==> config.mk <==
export PLATFORM = sky130hd
export DESIGN_NAME = ringptr_top
export DESIGN_NICKNAME = d
export VERILOG_FILES = /design/src/rtl/ringptr_pkg.sv /design/src/rtl/ringptr_ctrl.sv /design/src/rtl/ringptr_datapath.sv /design/src/rtl/ringptr_top.sv
export SDC_FILE = /design/constraint.sdc
export NUM_CORES = 1
export LEC_CHECK = 0
export ABC_AREA = 1
export BUFFER_PORTS_ARGS = -buffer_cell sky130_fd_sc_hd__buf_4
export CELL_PAD_IN_SITES_DETAIL_PLACEMENT = 0
export CELL_PAD_IN_SITES_GLOBAL_PLACEMENT = 1
export CORE_MARGIN = 3
export CORE_UTILIZATION = 39
export DETAILED_ROUTE_END_ITERATION = 16
export PLACE_DENSITY_LB_ADDON = 0.1
export SLEW_MARGIN = 10
export SYNTH_ARGS = -nofsm -noshare
export SYNTH_HDL_FRONTEND = slang
export SYNTH_SLANG_ARGS = --single-unit
export TNS_END_PERCENT = 100
==> constraint.sdc <==
create_clock -name clk -period 3 [get_ports clk]
set_input_delay 0.15 -clock clk [delete_from_list [all_inputs] [get_ports clk]]
set_output_delay 0.15 -clock clk [all_outputs]
set_load 0.02 [all_outputs]
==> src/rtl/ringptr_pkg.sv <==
package ringptr_pkg;

  typedef enum logic [2:0] {
    REG_CTRL    = 3'd0,
    REG_BASE_LO = 3'd1,
    REG_BASE_HI = 3'd2,
    REG_RPTR    = 3'd3,
    REG_WPTR    = 3'd4,
    REG_WB_LO   = 3'd5,
    REG_WB_HI   = 3'd6
  } regSel_e;

  // strobes from control to datapath
  typedef struct packed {
    logic wrCtrl;
    logic wrBaseLo;
    logic wrBaseHi;
    logic wrRptr;
    logic wrWptr;
    logic wrWbLo;
    logic wrWbHi;
    logic advance;
    logic capture;
  } ringStrobes_t;

endpackage

==> src/rtl/ringptr_ctrl.sv <==
module ringptr_ctrl
  import ringptr_pkg::*;
(
  input  logic         clk,
  input  logic         rstN,
  input  logic         regWrEn,
  input  logic [2:0]   regAddr,
  input  logic         consumeValid,
  input  logic         ringEnable,
  input  logic         ringEmpty,
  input  logic         wbEnable,
  input  logic         wbReady,
  output ringStrobes_t strb,
  output logic         wbValid
);

  logic pending, validNext, pendNext, accept, advance, capture;

  // a software pointer write wins over a consume in the same cycle
  assign advance = consumeValid && ringEnable && !ringEmpty &&
                   !(regWrEn && regAddr == REG_RPTR);
  assign accept  = wbValid && wbReady;

  always_comb begin
    validNext = wbValid;
    pendNext  = pending;
    capture   = 1'b0;
    if (accept) begin
      validNext = 1'b0;
      if (pending) begin
        validNext = 1'b1;
        capture   = 1'b1;
        pendNext  = 1'b0;
      end
    end
    if (advance && wbEnable) begin
      if (!wbValid || accept) begin
        validNext = 1'b1;
        capture   = 1'b1;
        pendNext  = 1'b0;
      end else begin
        pendNext  = 1'b1;
      end
    end
  end

  always_ff @(posedge clk or negedge rstN) begin
    if (!rstN) begin
      wbValid <= 1'b0;
      pending <= 1'b0;
    end else begin
      wbValid <= validNext;
      pending <= pendNext;
    end
  end

  always_comb begin
    strb          = '0;
    strb.wrCtrl   = regWrEn && regAddr == REG_CTRL;
    strb.wrBaseLo = regWrEn && regAddr == REG_BASE_LO;
    strb.wrBaseHi = regWrEn && regAddr == REG_BASE_HI;
    strb.wrRptr   = regWrEn && regAddr == REG_RPTR;
    strb.wrWptr   = regWrEn && regAddr == REG_WPTR;
    strb.wrWbLo   = regWrEn && regAddr == REG_WB_LO;
    strb.wrWbHi   = regWrEn && regAddr == REG_WB_HI;
    strb.advance  = advance;
    strb.capture  = capture;
  end

endmodule

==> src/rtl/ringptr_datapath.sv <==
module ringptr_datapath
  import ringptr_pkg::*;
#(
  parameter int ADDR_W   = 48,
  parameter int DATA_W   = 32,
  parameter int PTR_BITS = 16,
  parameter int SIZE_W   = 5,
  parameter int CNT_W    = 8
) (
  input  logic              clk,
  input  logic              rstN,
  input  ringStrobes_t      strb,
  input  logic [2:0]        regAddr,
  input  logic [DATA_W-1:0] regWrData,
  input  logic [CNT_W-1:0]  consumeDwords,
  output logic [DATA_W-1:0] regRdData,
  output logic              ringEnable,
  output logic              wbEnable,
  output logic              ringEmpty,
  output logic [ADDR_W-1:0] fetchAddr,
  output logic [ADDR_W-1:0] wbAddr,
  output logic [DATA_W-1:0] wbData
);

  localparam int CTRL_W   = SIZE_W + 2;
  localparam int BHI_W    = ADDR_W - 40;
  localparam int WHI_W    = ADDR_W - 32;
  localparam int PAD_W    = DATA_W - PTR_BITS - 2;

  logic [CTRL_W-1:0]   ctrlReg;
  logic [31:0]         baseLo;
  logic [BHI_W-1:0]    baseHi;
  logic [PTR_BITS-1:0] rptr, wptr, rptrNext, sizeMask, snap;
  logic [29:0]         wbLo;
  logic [WHI_W-1:0]    wbHi;
  logic [SIZE_W-1:0]   sizeLog2, effSize;
  logic [PTR_BITS:0]   fullMask;

  assign ringEnable = ctrlReg[0];
  assign sizeLog2   = ctrlReg[SIZE_W:1];
  assign wbEnable   = ctrlReg[CTRL_W-1];
  assign effSize    = (sizeLog2 > SIZE_W'(PTR_BITS)) ? SIZE_W'(PTR_BITS) : sizeLog2;
  assign fullMask   = ((PTR_BITS+1)'(1) << effSize) - (PTR_BITS+1)'(1);
  assign sizeMask   = fullMask[PTR_BITS-1:0];
  assign rptrNext   = (rptr + PTR_BITS'(consumeDwords)) & sizeMask;

  always_ff @(posedge clk or negedge rstN) begin
    if (!rstN) begin
      ctrlReg <= '0;
      baseLo  <= '0;
      baseHi  <= '0;
      rptr    <= '0;
      wptr    <= '0;
      wbLo    <= '0;
      wbHi    <= '0;
      snap    <= '0;
    end else begin
      if (strb.wrCtrl)   ctrlReg <= regWrData[CTRL_W-1:0];
      if (strb.wrBaseLo) baseLo  <= regWrData[31:0];
      if (strb.wrBaseHi) baseHi  <= regWrData[BHI_W-1:0];
      if (strb.wrWptr)   wptr    <= regWrData[PTR_BITS+1:2];
      if (strb.wrWbLo)   wbLo    <= regWrData[31:2];
      if (strb.wrWbHi)   wbHi    <= regWrData[WHI_W-1:0];
      if (strb.wrRptr)        rptr <= regWrData[PTR_BITS+1:2];
      else if (strb.advance)  rptr <= rptrNext;
      if (strb.capture)  snap <= strb.advance ? rptrNext : rptr;
    end
  end

  assign ringEmpty = (rptr == wptr);
  assign fetchAddr = {baseHi, baseLo, 8'h00} + ADDR_W'({rptr, 2'b00});
  assign wbAddr    = {wbHi, wbLo, 2'b00};
  assign wbData    = {{PAD_W{1'b0}}, snap, 2'b00};

  always_comb begin
    case (regAddr)
      REG_CTRL:    regRdData = DATA_W'(ctrlReg);
      REG_BASE_LO: regRdData = DATA_W'(baseLo);
      REG_BASE_HI: regRdData = DATA_W'(baseHi);
      REG_RPTR:    regRdData = {{PAD_W{1'b0}}, rptr, 2'b00};
      REG_WPTR:    regRdData = {{PAD_W{1'b0}}, wptr, 2'b00};
      REG_WB_LO:   regRdData = DATA_W'({wbLo, 2'b00});
      REG_WB_HI:   regRdData = DATA_W'(wbHi);
      default:     regRdData = '0;
    endcase
  end

endmodule

==> src/rtl/ringptr_top.sv <==
module ringptr_top
  import ringptr_pkg::*;
#(
  parameter int ADDR_W   = 48,
  parameter int DATA_W   = 32,
  parameter int PTR_BITS = 16,
  parameter int SIZE_W   = 5,
  parameter int CNT_W    = 8
) (
  input  logic              clk,
  input  logic              rstN,
  input  logic              regWrEn,
  input  logic [2:0]        regAddr,
  input  logic [DATA_W-1:0] regWrData,
  output logic [DATA_W-1:0] regRdData,
  input  logic              consumeValid,
  input  logic [CNT_W-1:0]  consumeDwords,
  output logic              ringEmpty,
  output logic              fetchReady,
  output logic [ADDR_W-1:0] fetchAddr,
  output logic              wbValid,
  input  logic              wbReady,
  output logic [ADDR_W-1:0] wbAddr,
  output logic [DATA_W-1:0] wbData
);

  ringStrobes_t strb;
  logic ringEnable, wbEnable;

  ringptr_ctrl u_ctrl (
    .clk(clk), .rstN(rstN), .regWrEn(regWrEn), .regAddr(regAddr),
    .consumeValid(consumeValid), .ringEnable(ringEnable), .ringEmpty(ringEmpty),
    .wbEnable(wbEnable), .wbReady(wbReady), .strb(strb), .wbValid(wbValid)
  );

  ringptr_datapath #(
    .ADDR_W(ADDR_W), .DATA_W(DATA_W), .PTR_BITS(PTR_BITS),
    .SIZE_W(SIZE_W), .CNT_W(CNT_W)
  ) u_dp (
    .clk(clk), .rstN(rstN), .strb(strb), .regAddr(regAddr), .regWrData(regWrData),
    .consumeDwords(consumeDwords), .regRdData(regRdData), .ringEnable(ringEnable),
    .wbEnable(wbEnable), .ringEmpty(ringEmpty), .fetchAddr(fetchAddr),
    .wbAddr(wbAddr), .wbData(wbData)
  );

  assign fetchReady = ringEnable && !ringEmpty;

endmodule

## Yosys cells after proc, flatten, opt, wreduce, memory -nomap -nowiden

Cells that the tools add are included.

| word-level totals | value |
|---|---|
| output and inout bits | 163 |
| logic and storage cells | 56 |
| ROM bits | 0 |
| memories kept | 0 |
| latch bits | 0 |
| input port bits | 48 |
| register bits | 143 |
| memory bits (writable) | 0 |

| cells by class | value |
|---|---|
| shift-type cells | 1 |
| bitwise operators | 1 |
| reductions and logical operators | 19 |
| add/sub/neg operators | 3 |
| magnitude comparators | 1 |
| $mul | 0 |
| div/mod/pow operators | 0 |
| mux-type cells | 14 |
| equal/unequal tests | 7 |

Operators with widths:

| cell | number |
|---|---|
| $pmux W32 S7 | 1 |
| $add A48 B18 Y48 | 1 |
| $mux W16 | 2 |
| $add A16 B8 Y16 | 1 |
| $and A16 B16 Y16 | 1 |
| $eq A16 B16 Y1 | 1 |
| $shl A1 B5 Y16 const A | 1 |
| $sub A16 B2 Y16 const B | 1 |
| $logic_and A1 B1 Y1 | 13 |
| $mux W1 | 10 |
| $eq A3 B3 Y1 const B | 3 |
| $eq A3 B2 Y1 const B | 2 |
| $gt A5 B5 Y1 const B | 1 |
| $mux W5 | 1 |
| $eq A3 B1 Y1 const B | 1 |
| $logic_not A1 Y1 | 3 |
| $logic_not A3 Y1 | 1 |
| $reduce_bool A2 Y1 | 1 |
| $logic_or A1 B1 Y1 | 1 |

## Depth between registers and ports, before layout

| depth | value |
|---|---|
| word-level depth | 7 |
| depth in mapped cells | 16 |
| mapped depth without buffers | 15 |

## Cells and area by module

From an unflattened synthesis, not the netlist that was laid out.

| second synthesis, totals | value |
|---|---|
| cells, all modules | 1257 |
| area total of the unflattened synthesis | 9300.2 µm² |

By module, submodules not included:

| module | instances | area an instance (µm²) | sequential area each (µm²) | cells an instance |
|---|---|---|---|---|
| ringptr_datapath | 1 | 9043.7 | 3528.4 | 1213 |
| ringptr_ctrl | 1 | 246.5 | 50.0 | 42 |
| ringptr_top | 1 | 10.0 | 0.0 | 2 |

## Worst setup path after synthesis

Ideal clock, no wire load.

| timing path | value |
|---|---|
| kind | reg2out |
| from | reg u_dp.rptr[6] |
| to | out fetchAddr[32] |
| buffers on the path | 0 |
| setup slack | 0.505 ns |
| data arrival time | 2.345 ns |
| stages on the path, launching flop included | 11 |
| required time | 2.850 ns |
| path through | dfrtp_1 -> ha_1 -> inv_1 -> fa_1 -> o21ai_1 -> a21oi_1 -> o21bai_2 -> nand2_1 -> nor2_2 -> nand3_1 -> xor2_1 |

| between the ends | value |
|---|---|
| word-level cells in the longest chain between the ends | 1 |

RTL lines:

| what | RTL line | RTL |
|---|---|---|
| start: declaration | ringptr_datapath.sv:33 | `logic [PTR_BITS-1:0] rptr, wptr, rptrNext, sizeMask, snap;` |
| start signal: assignment | ringptr_datapath.sv:64 | `if (strb.wrRptr) rptr <= regWrData[PTR_BITS+1:2];` |
| start signal: assignment | ringptr_datapath.sv:65 | `else if (strb.advance) rptr <= rptrNext;` |
| $add A48 B18 Y48 | ringptr_datapath.sv:71 | `assign fetchAddr = {baseHi, baseLo, 8'h00} + ADDR_W'({rptr, 2'b00});` |
| end: declaration | ringptr_top.sv:20 | `output logic [ADDR_W-1:0] fetchAddr,` |

No other way between the ends.

## Worst setup path in the final report

| timing path | value |
|---|---|
| from | reg u_dp.baseLo[0] |
| to | out fetchAddr[24] |

| between the ends | value |
|---|---|
| word-level cells in the longest chain between the ends | 1 |

RTL lines:

| what | RTL line | RTL |
|---|---|---|
| start: declaration | ringptr_datapath.sv:31 | `logic [31:0] baseLo;` |
| start signal: assignment | ringptr_datapath.sv:59 | `if (strb.wrBaseLo) baseLo <= regWrData[31:0];` |
| $add A48 B18 Y48 | ringptr_datapath.sv:71 |  |

No other way between the ends.

==> run summary <==
Status -> finished, final reports clean
Post-synth EDFFs -> 0
Mean Syn Cell Area -> 7.250 µm²
GRT busiest layer -> met2
Yosys reg bits -> 143
YS warnings -> 0
Hold WC Path Type -> primary input to flip-flop
WL/cell -> 18.79 µm
Final Max Slew Viols -> 0
Worst EP required -> 2.85 ns
Fin crit share -> 95.14%
DIE HEIGHT -> 158.1 µm
Final setup violating endpoints -> 0
PortBufs -> 190
Worst-Margin Slew -> 0.7038 ns
Max VDD drop -> 0.0003538 V
Io pins -> 211
Leak Pwr -> 0.005979 µW
Fin Setup TNS -> 0 ns
Met2 GRT Util -> 44.59%
CTS tree -> yes
DP HPWL -> 25610 µm
Buffer depth of the longest clock path -> 2
Gpl congestion -> 0.9086
Drt pass-1 iters -> 6
CTS Buf Count -> 17
Starting Density -> 39.75%
Final hold viol count -> 0
Worst EP arrival -> 2.70 ns
Power per Cell Area -> 780.5 mW/mm²
Core area -> 0.02271 mm²
Area growth syn-to-layout -> 29.10%
CTS Sinks -> 143
Vias in the first global route -> 8923
Min Tclk post-route -> 2.854 ns
CTS root buffer -> clkbuf_16
Post-synth ARST share -> 100.0%
Design Area, Final -> 0.01165 mm²
1st-iter DRT viols -> 582
Max-cap violations -> 0
RSZ-0062 raised after global routing -> yes
# DRC -> 0
CP Launch Type -> flip-flop
Hold WS -> 0.04361 ns
GR Layer Usage met3 -> 6.342%
Netlist Area Pre-Place -> 0.009026 mm²
GR Util All Layers -> 26.73%
Clock-pin transition on the worst setup and hold timing paths -> 0.07 ns
Post-detailed-route via-to-cell ratio -> 5.127
Crit path max fanout -> 5
Slew Limit Headroom -> 53.03%
Worst setup margin -> 0.1459 ns
Die area -> 0.02501 mm²
Via count -> 9019
Pin count of the biggest net entering global routing -> 59
Sequential share of the synthesized area -> 39.65%
Final-layout fill cell count -> 2321
H-tree Lvls -> 4
Final net count -> 1529
Num rows -> 55
Post-synth top flop -> dfrtp_1
Placed inst area -> 0.01075 mm²
Worst-Skew Late Latency -> 0.44 ns
Area occupied by multi-input gates -> 0.004710 mm²
Register Area -> 0.003580 mm²
Initial antenna violation count -> 0
Layout cells sized above 1 -> 19.42%
Setup Skew -> 0.009344 ns
Drt total wl -> 33050 µm
Die Wd -> 158.1 µm
Synth Instances -> 1245
FMAX -> 350.4 MHz
Post-route ant nets -> 0
First-pass GRT wire length -> 50750 µm
Worst Setup End Kind -> output pin
Dpl ws -> 0.2351 ns
Grt total ovfl -> 0
Met1 usage -> 34.79%
CP Class -> flip-flop to output pin
Synth unique cells -> 46
==> Yosys cell counts (4+ instances only) <==
master	count	area [µm²]
nand2_1	401	1505
nor2_1	65	244.0
o2111ai_1	8	70.07
nor3_1	25	125.1
nand4_1	22	137.6
xnor2_1	7	61.31
nand2_4	4	45.04
a221oi_1	12	105.1
a21oi_1	19	95.09
o21ai_0	166	830.8
inv_1	130	488.0
nor4_1	7	43.79
a21o_1	4	30.03
clkbuf_1	30	112.6
xor2_1	54	473.0
buf_4	27	202.7
ha_1	19	237.7
o21ai_1	6	30.03
nand3_1	53	265.3
dfrtp_1	143	3578
==> flip-flops by register name (all words and copies together) (netlist names) <==
signal	count
u_dp.wbHi	16
u_dp.baseLo	32
u_ctrl.wbValid	1
u_dp.snap	16
u_dp.ctrlReg	7
u_dp.rptr	16
u_ctrl.pending	1
u_dp.wbLo	30
u_dp.baseHi	8
u_dp.wptr	16
==> power by group <==
group	internal [µW]	switching, µW	total, µW
Clock	1190	996	2180
Sequential	2380	489	2870
Combinational	1520	2520	4040
==> path summary, 6_finish.rpt <==
| path | startpoint | end | slack (ns) | depth (start not counted) |
|---|---|---|---|---|
| setup / recovery | u_dp.baseLo[0] | fetchAddr[24] | 0.15 | 11 |
| hold / removal | wbReady | u_ctrl.pending | 0.04 | 4 |
| setup reg to reg | u_dp.ctrlReg[1] | u_dp.rptr[10] | 0.50 | 13 |
| hold reg to reg | u_dp.snap[12] | u_dp.snap[12] | 0.48 | 2 |
| max in group asynchronous | rstN | u_dp.baseLo[16] | 2.03 | 3 |
| min in group asynchronous | rstN | u_dp.ctrlReg[4] | 0.16 | 2 |
==> cell type report <==
type	count	area share, %
inverter	135	4.349
timing repair buffer	241	16.35
sequential	143	30.72
clock buffer	17	3.651
multi-input combinational	922	40.42
antenna	1	0.02148
clock inverter	15	1.428
tap	285	3.060
==> cells by family (layout without fill, tap and decap cells) <==
kind of cell    Yosys count  count (layout)  synth area share (%)
compound gates          229             229                 14.11
xor+xnor                 61              61                 5.919
simple gates            591             591                 27.60
fa+ha+maj                21              21                 3.077
buf+inv                 199             408                 9.606
other cells               1              21               0.04155
flops                   143             143                 39.65
==> placed cells by master (no fill, tap or decap), types with 15 or more instances in the layout <==
| master | count |
|---|---|
| nand3_1 | 53 |
| nor3_1 | 25 |
| nand4_1 | 22 |
| dfrtp_1 | 142 |
| nor2_1 | 63 |
| clkbuf_16 | 17 |
| nand2_1 | 398 |
| ha_1 | 18 |
| a21oi_1 | 15 |
| xor2_1 | 54 |
| inv_1 | 130 |
| o21ai_0 | 165 |
| buf_4 | 215 |
| conb_1 | 20 |
| dlygate4sd3_1 | 22 |
==> per-stage QoR <==
step / utilization (%) / total power (µW) / instances
after global routing: 51.30 / 9695 / 1758
after global placement: 47.32 / 6861 / 1699
final: 51.31 / 9094 / 1759
after detailed placement: 47.32 / 6858 / 1699
after CTS: 51.04 / 9115 / 1754
after floorplan: - / 5181 / 1264
==> timing repair <==
item,CTS,global route
buffers inserted,1,4
hold buffers,22,0
hold endpoints to repair,110,0
pin swaps,3,2
gates cloned,0,0
resized for setup,6,10
setup endpoints to repair,13,21
==> worst max-delay path, stage by stage, from the launching register on <==
cell	delay [ns]
dfrtp_1	0.37
ha_2	0.20
inv_1	0.08
fa_2	0.37
o21ai_2	0.18
a21oi_2	0.10
o21bai_2	0.20
nand2_2	0.11
nor2_4	0.18
buf_4	0.14
xor2_1	0.18
buf_4	0.17
==> per-layer routing <==
| metal | wire (µm) | part of all wire [%] |
|---|---|---|
| met1 | 14470 | 44 |
| met2 | 15760 | 48 |
| met3 | 2131 | 6.4 |
| met4 | 686 | 2.1 |
| met5 | 0 | 0 |
Note: power is estimated with default switching activity, not from simulation.
